[src/rtl/bfb_pkg.sv]
`timescale 1ns/1ps
package bfb_pkg;
  parameter int ADC_W   = 14;
  parameter int FRAC_W  = 8;
  parameter int GAIN_W  = 16;
  parameter int GAIN_SH = 8;
  parameter int DAC_W   = 14;
  parameter int CNT_W   = 8;

  localparam int QUO_W   = ADC_W + FRAC_W;
  localparam int POS_W   = QUO_W;
  localparam int PROD_W  = POS_W + 1 + GAIN_W;
  localparam int DAC_MAX = (2 ** (DAC_W - 1)) - 1;
  localparam int DAC_MIN = -(2 ** (DAC_W - 1));

  function automatic logic [ADC_W-1:0] mag_of(input logic signed [ADC_W-1:0] v);
    logic signed [ADC_W:0] w;
    w = {v[ADC_W-1], v};
    if (v[ADC_W-1]) w = -w;
    return w[ADC_W-1:0];
  endfunction

  function automatic logic signed [POS_W-1:0] pos_from_quot(input logic neg,
                                                           input logic [QUO_W-1:0] q);
    logic signed [POS_W-1:0] p;
    p = signed'(q);
    return neg ? -p : p;
  endfunction

  function automatic logic signed [DAC_W-1:0] kick_from_pos(
      input logic signed [POS_W-1:0] pos,
      input logic signed [POS_W-1:0] off,
      input logic signed [GAIN_W-1:0] gain);
    logic signed [POS_W:0]    err;
    logic signed [PROD_W-1:0] prod;
    logic signed [PROD_W:0]   neg;
    err  = {pos[POS_W-1], pos} - {off[POS_W-1], off};
    prod = PROD_W'(err) * PROD_W'(gain);
    neg  = -((PROD_W + 1)'(prod >>> GAIN_SH));
    if (neg > (PROD_W + 1)'(DAC_MAX)) return DAC_W'(DAC_MAX);
    if (neg < (PROD_W + 1)'(DAC_MIN)) return DAC_W'(DAC_MIN);
    return neg[DAC_W-1:0];
  endfunction
endpackage

[src/rtl/pos_divider.sv]
`timescale 1ns/1ps
module pos_divider #(
  parameter int NUM_W = 22,
  parameter int DEN_W = 14
) (
  input  logic             clk,
  input  logic             rst_n,
  input  logic             start_i,
  input  logic             abort_i,
  input  logic [NUM_W-1:0] num_i,
  input  logic [DEN_W-1:0] den_i,
  output logic             busy_o,
  output logic             done_o,
  output logic [NUM_W-1:0] quot_o
);
  localparam int STEP_W = $clog2(NUM_W + 1);

  logic              active;
  logic [STEP_W-1:0] step;
  logic [NUM_W-1:0]  dvd;
  logic [DEN_W-1:0]  rem;
  logic [DEN_W-1:0]  den_q;
  logic [DEN_W:0]    trial;
  logic [DEN_W:0]    sub;
  logic              fits;

  assign trial  = {rem, dvd[NUM_W-1]};
  assign sub    = trial - {1'b0, den_q};
  assign fits   = trial >= {1'b0, den_q};
  assign done_o = active && (step == STEP_W'(NUM_W));
  assign busy_o = active;
  assign quot_o = dvd;

  always_ff @(posedge clk) begin
    if (!rst_n) begin
      active <= 1'b0;
      step   <= '0;
      dvd    <= '0;
      rem    <= '0;
      den_q  <= '0;
    end else if (abort_i) begin
      active <= 1'b0;
    end else if (start_i) begin
      active <= 1'b1;
      step   <= '0;
      dvd    <= num_i;
      rem    <= '0;
      den_q  <= den_i;
    end else if (done_o) begin
      active <= 1'b0;
    end else if (active) begin
      rem  <= fits ? sub[DEN_W-1:0] : trial[DEN_W-1:0];
      dvd  <= {dvd[NUM_W-2:0], fits};
      step <= step + 1'b1;
    end
  end


  no_restart_chk: assert property (@(posedge clk) disable iff (!rst_n)
    start_i |-> !active);

  done_release_chk: assert property (@(posedge clk) disable iff (!rst_n)
    done_o && !start_i |=> !busy_o);
endmodule

[src/rtl/train_seq.sv]
`timescale 1ns/1ps
module train_seq #(
  parameter int CNT_W = 8
) (
  input  logic             clk,
  input  logic             rst_n,
  input  logic             trig_i,
  input  logic [CNT_W-1:0] delay_i,
  input  logic [CNT_W-1:0] end_i,
  output logic             run_o,
  output logic             start_o,
  output logic             sample_o,
  output logic             end_o
);
  logic [CNT_W-1:0] cnt;
  logic             taken;

  assign start_o  = !run_o && trig_i;
  assign sample_o = run_o && !taken && (cnt == delay_i);
  assign end_o    = run_o && (cnt == end_i);

  always_ff @(posedge clk) begin
    if (!rst_n) begin
      run_o <= 1'b0;
      cnt   <= '0;
      taken <= 1'b0;
    end else if (start_o) begin
      run_o <= 1'b1;
      cnt   <= '0;
      taken <= 1'b0;
    end else if (run_o) begin
      if (end_o) run_o <= 1'b0;
      if (sample_o) taken <= 1'b1;
      if (cnt != '1) cnt <= cnt + 1'b1;
    end
  end


  train_open_chk: assert property (@(posedge clk) disable iff (!rst_n)
    start_o |=> run_o);

  single_capture_chk: assert property (@(posedge clk) disable iff (!rst_n)
    sample_o |=> !sample_o);
endmodule

[src/rtl/bunch_fb_ctrl.sv]
`timescale 1ns/1ps
module bunch_fb_ctrl
  import bfb_pkg::*;
(
  input  logic                     clk,
  input  logic                     rst_n,
  input  logic                     trig_i,
  input  logic signed [ADC_W-1:0]  adc_diff_i,
  input  logic signed [ADC_W-1:0]  adc_sum_i,
  input  logic                     cfg_enable_i,
  input  logic signed [GAIN_W-1:0] cfg_gain_i,
  input  logic signed [POS_W-1:0]  cfg_offset_i,
  input  logic [CNT_W-1:0]         cfg_delay_i,
  input  logic [CNT_W-1:0]         cfg_end_i,
  input  logic [ADC_W-1:0]         cfg_sum_min_i,
  input  logic [CNT_W-1:0]         cfg_budget_i,
  output logic signed [DAC_W-1:0]  dac_code_o,
  output logic signed [POS_W-1:0]  pos_o,
  output logic                     nobeam_o,
  output logic                     late_o,
  output logic [CNT_W-1:0]         latency_o
);
  logic             run, train_start, sample_stb, train_end;
  logic             div_busy, div_done;
  logic [QUO_W-1:0] quot;
  logic             beam_now, beam_q, neg_q;
  logic [CNT_W-1:0] lat_q, lat_next;
  logic signed [POS_W-1:0] pos_new;
  logic signed [DAC_W-1:0] kick_new;

  train_seq #(.CNT_W(CNT_W)) u_seq (
    .clk(clk), .rst_n(rst_n), .trig_i(trig_i),
    .delay_i(cfg_delay_i), .end_i(cfg_end_i),
    .run_o(run), .start_o(train_start), .sample_o(sample_stb), .end_o(train_end)
  );

  pos_divider #(.NUM_W(QUO_W), .DEN_W(ADC_W)) u_div (
    .clk(clk), .rst_n(rst_n), .start_i(sample_stb), .abort_i(train_end),
    .num_i({mag_of(adc_diff_i), {FRAC_W{1'b0}}}), .den_i(adc_sum_i),
    .busy_o(div_busy), .done_o(div_done), .quot_o(quot)
  );

  assign beam_now = !adc_sum_i[ADC_W-1] && (adc_sum_i != '0) &&
                    ($unsigned(adc_sum_i) >= cfg_sum_min_i);
  assign pos_new  = beam_q ? pos_from_quot(neg_q, quot) : '0;
  assign kick_new = kick_from_pos(pos_new, cfg_offset_i, cfg_gain_i);
  assign lat_next = lat_q + 1'b1;

  always_ff @(posedge clk) begin
    if (!rst_n) begin
      beam_q <= 1'b0;
      neg_q  <= 1'b0;
      lat_q  <= '0;
    end else if (sample_stb) begin
      beam_q <= beam_now;
      neg_q  <= adc_diff_i[ADC_W-1];
      lat_q  <= '0;
    end else if (div_busy && !div_done && lat_q != '1) begin
      lat_q <= lat_next;
    end
  end

  always_ff @(posedge clk) begin
    if (!rst_n) begin
      dac_code_o <= '0;
      pos_o      <= '0;
      nobeam_o   <= 1'b0;
      late_o     <= 1'b0;
      latency_o  <= '0;
    end else if (train_start) begin
      nobeam_o  <= 1'b0;
      late_o    <= 1'b0;
      latency_o <= '0;
    end else if (train_end) begin
      dac_code_o <= '0;
    end else if (div_done) begin
      pos_o      <= pos_new;
      nobeam_o   <= !beam_q;
      latency_o  <= lat_next;
      late_o     <= lat_next > cfg_budget_i;
      dac_code_o <= (cfg_enable_i && beam_q) ? kick_new : '0;
    end
  end


  idle_quiet_chk: assert property (@(posedge clk) disable iff (!rst_n)
    !run |-> dac_code_o == '0);

  hold_steady_chk: assert property (@(posedge clk) disable iff (!rst_n)
    run && !div_done && !train_end && !train_start |=> $stable(dac_code_o));

  nobeam_quiet_chk: assert property (@(posedge clk) disable iff (!rst_n)
    nobeam_o |-> dac_code_o == '0);

  disabled_quiet_chk: assert property (@(posedge clk) disable iff (!rst_n)
    div_done && !cfg_enable_i |=> dac_code_o == '0);

  status_clear_chk: assert property (@(posedge clk) disable iff (!rst_n)
    train_start |=> !nobeam_o && !late_o && latency_o == '0);
endmodule

[config.mk]
export PLATFORM = sky130hd
export DESIGN_NAME = bunch_fb_ctrl
export DESIGN_NICKNAME = d
export VERILOG_FILES = /design/src/rtl/bfb_pkg.sv /design/src/rtl/pos_divider.sv /design/src/rtl/train_seq.sv /design/src/rtl/bunch_fb_ctrl.sv
export SDC_FILE = /design/constraint.sdc
export NUM_CORES = 1
export LEC_CHECK = 0
export CAP_MARGIN = 20
export CORE_AREA = 2 2 279 253
export CTS_BUF_LIST = sky130_fd_sc_hd__clkbuf_16
export DETAILED_ROUTE_END_ITERATION = 8
export DIE_AREA = 0 0 281 255
export SLEW_MARGIN = 25
export SYNTH_ARGS = -nofsm -noshare
export SYNTH_HDL_FRONTEND = slang
export SYNTH_SLANG_ARGS = --single-unit
export TNS_END_PERCENT = 30
[constraint.sdc]
create_clock -name clk -period 15.7 [get_ports clk]
set_input_delay 2.355 -clock clk [delete_from_list [all_inputs] [get_ports clk]]
set_output_delay 2.355 -clock clk [all_outputs]
set_load 0.01 [all_outputs]
Yosys cells after proc, flatten, opt, wreduce, memory -nomap -nowiden --
Cells that the tools add are included.
Operators by class: add/subtract/negate cells 8, $mul 1, div/mod/pow operators 0, magnitude comparators 5, eq/ne operators 6, shift operators 0, muxes and demuxes 28, bitwise logic cells 3, reduce and logical (&&, ||, !) cells 29
Operators by type and width (count):
- 14-bit 2-to-1 mux | 12
- 22-bit 2-to-1 mux | 5
- 40-bit by 14-bit > comparator with 1-bit output, second input constant | 1
- 40-bit by 14-bit < comparator with 1-bit output, second input constant | 1
- 31-bit negator with 40-bit output | 1
- 23-bit by 16-bit multiplier with 39-bit output | 1
- 22-bit by 22-bit subtractor with 23-bit output | 1
- 22-bit negator | 1
- 8-bit by 1-bit adder with 8-bit output, second input constant | 2
- 8-bit == test | 2
- 8-bit inequality test, second input constant | 2
- 15-bit by 14-bit >= comparator with 1-bit output | 1
- 5-bit 2-to-1 mux | 3
- 14-bit >= comparator | 1
- 14-bit negator | 1
- 14-bit nonzero test | 1
- 14-bit subtractor | 1
- 1-bit logical AND | 10
- 2-bit AND reduction | 5
- 8-bit > comparator | 1
- 1-bit 2-to-1 mux | 8
- 3-bit AND reduction | 2
- 2-bit nonzero test | 3
- 2-bit OR reduction | 3
- 5 further kinds | 11
Storage, ports and cells: bits in registers 122, latch bits 0, RAM bits 0, ROM bits 0, logic and storage cells 96, memories kept 0

Logic depth before layout (Yosys ltp) --
depth after elaboration 14, depth in mapped cells 49

Cells and area by module --
From an unflattened synthesis, not the netlist that was laid out.
Unflattened totals: cell total of the unflattened synthesis 2795, area, all modules 23337.4 sq um
Modules (own cells, without submodules):
- bunch_fb_ctrl | times used 1, cells an instance 2337, area an instance 19368.6 sq um, sequential area each 1121.1 sq um
- pos_divider | times used 1, cells an instance 380, area an instance 3280.6 sq um, sequential area each 1121.1 sq um
- train_seq | times used 1, cells an instance 78, area an instance 688.2 sq um, sequential area each 200.2 sq um

Worst setup path after synthesis --
No wires, ideal clock.
path kind input -> register, start in cfg_offset_i[0], end reg dac_code_o[2], library setup time 130 ps, data arrival time 12923 ps, required time 15570 ps, path slack 2646 ps, stages on the path 45, path through ha_1 > inv_1 > fa_1 > a21o_1 > a21oi_1 > o21ai_0 > a21oi_1 > nor2b_1 > o21a_1 > o31a_1 > o41ai_1 > o211ai_1 > o41a_1 > a41o_1 > o21ai_0 > a31oi_1 > clkbuf_1 > nor2b_1 > [... 9 more ...] > inv_1 > ha_1 > clkbuf_1 > and3_1 > o21ai_0 > a21oi_1 > o21a_1 > a2bb2oi_1 > and2_1 > a21oi_1 > or3b_2 > and4_1 > a21o_1 > a221oi_1 > nor2_1 > o311ai_2 > buf_6 > o211ai_1
On the way: longest elaborated chain between the ends 11, elaborated cells between the ends (all ways) 14, those cells by class 2 x add/sub; 1 x mul; 2 x order compare; 9 x mux
Ends and longest elaborated chain:
- start: declaration | RTL line bunch_fb_ctrl.sv:12 | input logic signed [POS_W-1:0] cfg_offset_i,
- 22-bit by 22-bit subtractor with 23-bit output * | RTL line bfb_pkg.sv:37 | err = {pos[POS_W-1], pos} - {off[POS_W-1], off};
- 23-bit by 16-bit multiplier with 39-bit output * | RTL line bfb_pkg.sv:38 | prod = PROD_W'(err) * PROD_W'(gain);
- 31-bit negator with 40-bit output * | RTL line bfb_pkg.sv:39 | neg = -((PROD_W + 1)'(prod >>> GAIN_SH));
- 40-bit by 14-bit < comparator with 1-bit output | RTL line bfb_pkg.sv:41 | if (neg < (PROD_W + 1)'(DAC_MIN)) return DAC_W'(DAC_MIN);
- 1-bit 2-to-1 mux (2 in a row) | RTL line bfb_pkg.sv:41
- 14-bit 2-to-1 mux | RTL line bfb_pkg.sv:42 | return neg[DAC_W-1:0];
- 14-bit 2-to-1 mux * | RTL line bfb_pkg.sv:41
- 14-bit 2-to-1 mux * | RTL line bunch_fb_ctrl.sv:81 | dac_code_o <= (cfg_enable_i && beam_q) ? kick_new : '0;
- 14-bit 2-to-1 mux * | RTL line bunch_fb_ctrl.sv:76 | end else if (div_done) begin
- 14-bit 2-to-1 mux * | RTL line bunch_fb_ctrl.sv:74 | end else if (train_end) begin
- end signal: assignment | RTL line bunch_fb_ctrl.sv:81
- end: declaration | RTL line bunch_fb_ctrl.sv:17 | output logic signed [DAC_W-1:0] dac_code_o,
Mark *: on every way between the ends. The rest lies on a longest branch, timed or not. The select of a mux whose other input is x is not followed. A chain may end at the register's enable or synchronous reset.

Worst setup path in the final report --
start in cfg_offset_i[0], end reg dac_code_o[5]
The elaborated chain is that of the path after synthesis.

==> flow_summary_export.csv <==
group,metric,value,unit
routing,via_per_inst,4.737,
clock_tree,clk_pin_slew,0.06,ns
critical_path,reg2regPathDepth,43,
global_route,grt_max_degree,64,
clock_tree,cts_buffers,17,
critical_path,cp-start-kind,"input pin",
finish,fin_nets,3459,
global_route,overflow,0,
worst_hold_path,hold_path_class,"register to register",
global_route,grt_antenna_before_repair,3,
die,initial_core_util,0.3248,
die,die_w,281,µm
synth,yosysWarnings,0,
routing,antenna_left,0,
routing,via_count,17920,
outcome,outcome,"finished clean",
synth,yosys.area_share.simple,0.2024,
synth,synth_edf_count,0,
critical_path,r2r_end,"dac_code_o[5]",
global_route,grt_util_all_layers,0.1685,
critical_path,slowest_delay,0.79,ns
synth,synth_nets,3371,
sta,finalSetupViolCount,0,
worst_hold_path,hold_depth,2,
routing,drt_wl_total,58340,µm
die,fp.dieH,255,µm
sta,final.min_clock_period,14.21,ns
sta,max_clock_freq,0.07039,GHz
routing,wl_per_cell,15.42,µm
clock_tree,ctsHoldBuffers,0,
critical_path,timing.rr.start,"neg_q",
finish,fillCellCount,7112,
critical_path,cpMostUsedCell,"fa_1",
sta,worst_slew_pin_slew,1.128,ns
synth,synth_cells,2743,
synth,synth_top_family_by_area,"adder cells",
sta,skew,0.01317,ns
clock_tree,cts_root_buffer,"clkbuf_16",
synth,muxShareOfSynthArea,0.01175,
synth,ys_ff_latch,122,
clock_tree,cts_tree,"done",
worst_hold_path,hold_path_end,"pos_o[13]",
die,die-area,0.07166,mm²
critical_path,worstSetupPathType,"input pin to register",
die,io_pins,154,
placed_design,io_buffers,153,
finish,syn_to_final_growth,14.21,%
critical_path,critPathRequiredTime,15.95,ns
die,num_rows,92,
worst_hold_path,hp-start,"pos_o[13]",
clock_tree,clkLatencyLatePin,0.42,ns
critical_path,cp_slowest_cell,"o311ai_2",
die,design.core.area,0.06918,mm²
clock_tree,clockBufferDepth,2,
placed_design,gp_congestion,0.8349,
routing,drtIter0Drc,1004,
critical_path,r2r_slack,2.86,ns
critical_path,critPathMaxFanout,21,
routing,drc_errors,0,
synth,synthXorXnorAreaFrac,0.05302,
synth,syn-cell-area,0.02247,mm²
sta,rsz0062_at_grt,"no",
critical_path,critPathArrivalTime,14.45,ns
critical_path,startpoint,"cfg_offset_i[0]",
clock_tree,clock_sink_count,122,
synth,synthArstFlopShare,0,
sta,max_slew_margin,0.2458,
sta,finalHoldViolCount,0,
job,drv_cap,0,
sta,setup_tns,0,ns
synth,avgSynthCellArea,8.191,µm²
synth,ys_seq_area_frac,0.1087,
critical_path,cp-end-kind,"register",
global_route,grt_pass1_wl,97150,µm
synth,ys.flop_type,"dfxtp_1",
global_route,grt_pass1_vias,17730,
clock_tree,cts.htree.levels,4,
finish,antenna_cells,0,
routing,dr.pass1.iters,6,
sta,period_share,0.9048,
synth,synthAdderAreaFrac,0.4102,
clock_tree,cts_setup_buffers,0,
placed_design,dp_hpwl,48160,µm
clock_tree,cts_resized,0,
synth,ys_types,80,
sta,drv_slew,0,
finish,drive_above_1_share,0.03553,
synth,synth_compound_area_frac,0.1072,
[registers in the layout, summed over array words and instances (netlist names), 5 cells and up]
signal        flops
u_div.quot_o     22
latency_o         8
dac_code_o       14
u_div.den_q      14
pos_o            22
u_div.rem        14
u_div.step        5
u_seq.cnt         8
lat_q             8
[kinds of logic after synthesis]
logic type / count (synthesis)
AOI/OAI and AO/OA: 363
xor gates and xnor gates: 136
DFF: 122
muxes: 26
and+or+nand+nor: 941
adders and majority gates: 520
buffers and inverters: 635
[layer usage]
| layer | up-vias | track usage | share of wire |
|---|---|---|---|
| li1 | 8782 | - | - |
| met1 | 8753 | 0.2547 | 0.50 |
| met2 | 347 | 0.2600 | 0.44 |
| met3 | 32 | 0.02419 | 0.048 |
| met4 | 6 | 0.02108 | 0.0076 |
| met5 | - | 0 | 0.00072 |
[worst max path at each step]
stage,end,slack [ns],cells past startpoint
global route,dac_code_o[7],0.39,44
global placement,dac_code_o[0],0.99,44
CTS,dac_code_o[3],1.31,44
floorplan,dac_code_o[2],2.65,45
detailed placement,dac_code_o[6],0.90,44
finish,dac_code_o[5],1.49,44
[synth_stat cells, drive strengths merged, types with 7 or more instances]
| cell type | instances | share of area |
|---|---|---|
| clkbuf | 108 | 0.018 |
| o21a | 15 | 0.0050 |
| and3 | 19 | 0.0053 |
| nand4 | 23 | 0.0064 |
| o31ai | 15 | 0.0058 |
| inv | 517 | 0.086 |
| nor2 | 158 | 0.026 |
| nor3 | 33 | 0.0076 |
| nand3 | 36 | 0.0080 |
| or2 | 7 | 0.0019 |
| mux2i | 23 | 0.010 |
| a21o | 22 | 0.0074 |
| a211oi | 12 | 0.0040 |
| a21oi | 119 | 0.027 |
| a22oi | 7 | 0.0023 |
| or4 | 7 | 0.0023 |
| dfxtp | 122 | 0.11 |
| nor2b | 44 | 0.012 |
| buf | 9 | 0.0021 |
| o21ai | 73 | 0.016 |
| and2 | 152 | 0.042 |
| ha | 159 | 0.089 |
| nand2b | 34 | 0.0095 |
| o211ai | 20 | 0.0069 |
| nor4 | 13 | 0.0050 |
| xnor2 | 90 | 0.035 |
| fa | 361 | 0.32 |
| xor2 | 46 | 0.018 |
| a31oi | 8 | 0.0022 |
| nand2 | 382 | 0.064 |
| a222oi | 7 | 0.0031 |
| or3 | 12 | 0.0033 |
[critical path: cells and delay by family]
| kind | cells | cell delay, ns |
|---|---|---|
| AOI/OAI and AO/OA | 21 | 4.85 |
| adders and majority gates | 9 | 3.99 |
| buffers and inverters | 7 | 1.41 |
| and+or+nand+nor | 7 | 1.77 |
[cell usage in the layout, fill, tap and decap left out, types with 44 or more instances in the layout]
cell type	synthesis	routed
nand2_1	382	382
clkdlybuf4s50_1	0	152
xor2_1	46	46
nor2b_1	44	44
o21ai_0	71	71
ha_1	159	159
a21oi_1	117	117
and2_1	152	152
fa_1	361	361
inv_1	517	517
nor2_1	158	157
dfxtp_1	122	122
xnor2_1	90	86
[metrics by stage]
stage               hold WS, ns  cells  setup WS [ns]  area, µm²  utilization
floorplan                0.4257   2743          2.646      22470            -
CTS                      0.4562   3783          1.306      25650       0.3708
finish                   0.4548   3783          1.494      25660       0.3709
detailed placement       0.4477   3752         0.9036      25010       0.3615
global placement         0.4391   3752         0.9947      25010       0.3615
global route             0.4767   3783         0.3879      25660       0.3709
[cell type report]
type	count	area, µm²	share of cell area
clock buffers	17	425.4	0.01658
well taps	940	1176	0.04584
clock inverters	14	221.5	0.008631
repair buffers	186	1774	0.06914
flip-flops and latches	122	2442	0.09518
multi-input cells	1986	17680	0.6889
inverters	518	1944	0.07578
Power is not shown: default switching activity piles up to over one toggle a cycle in this logic, so the estimate is an artifact.
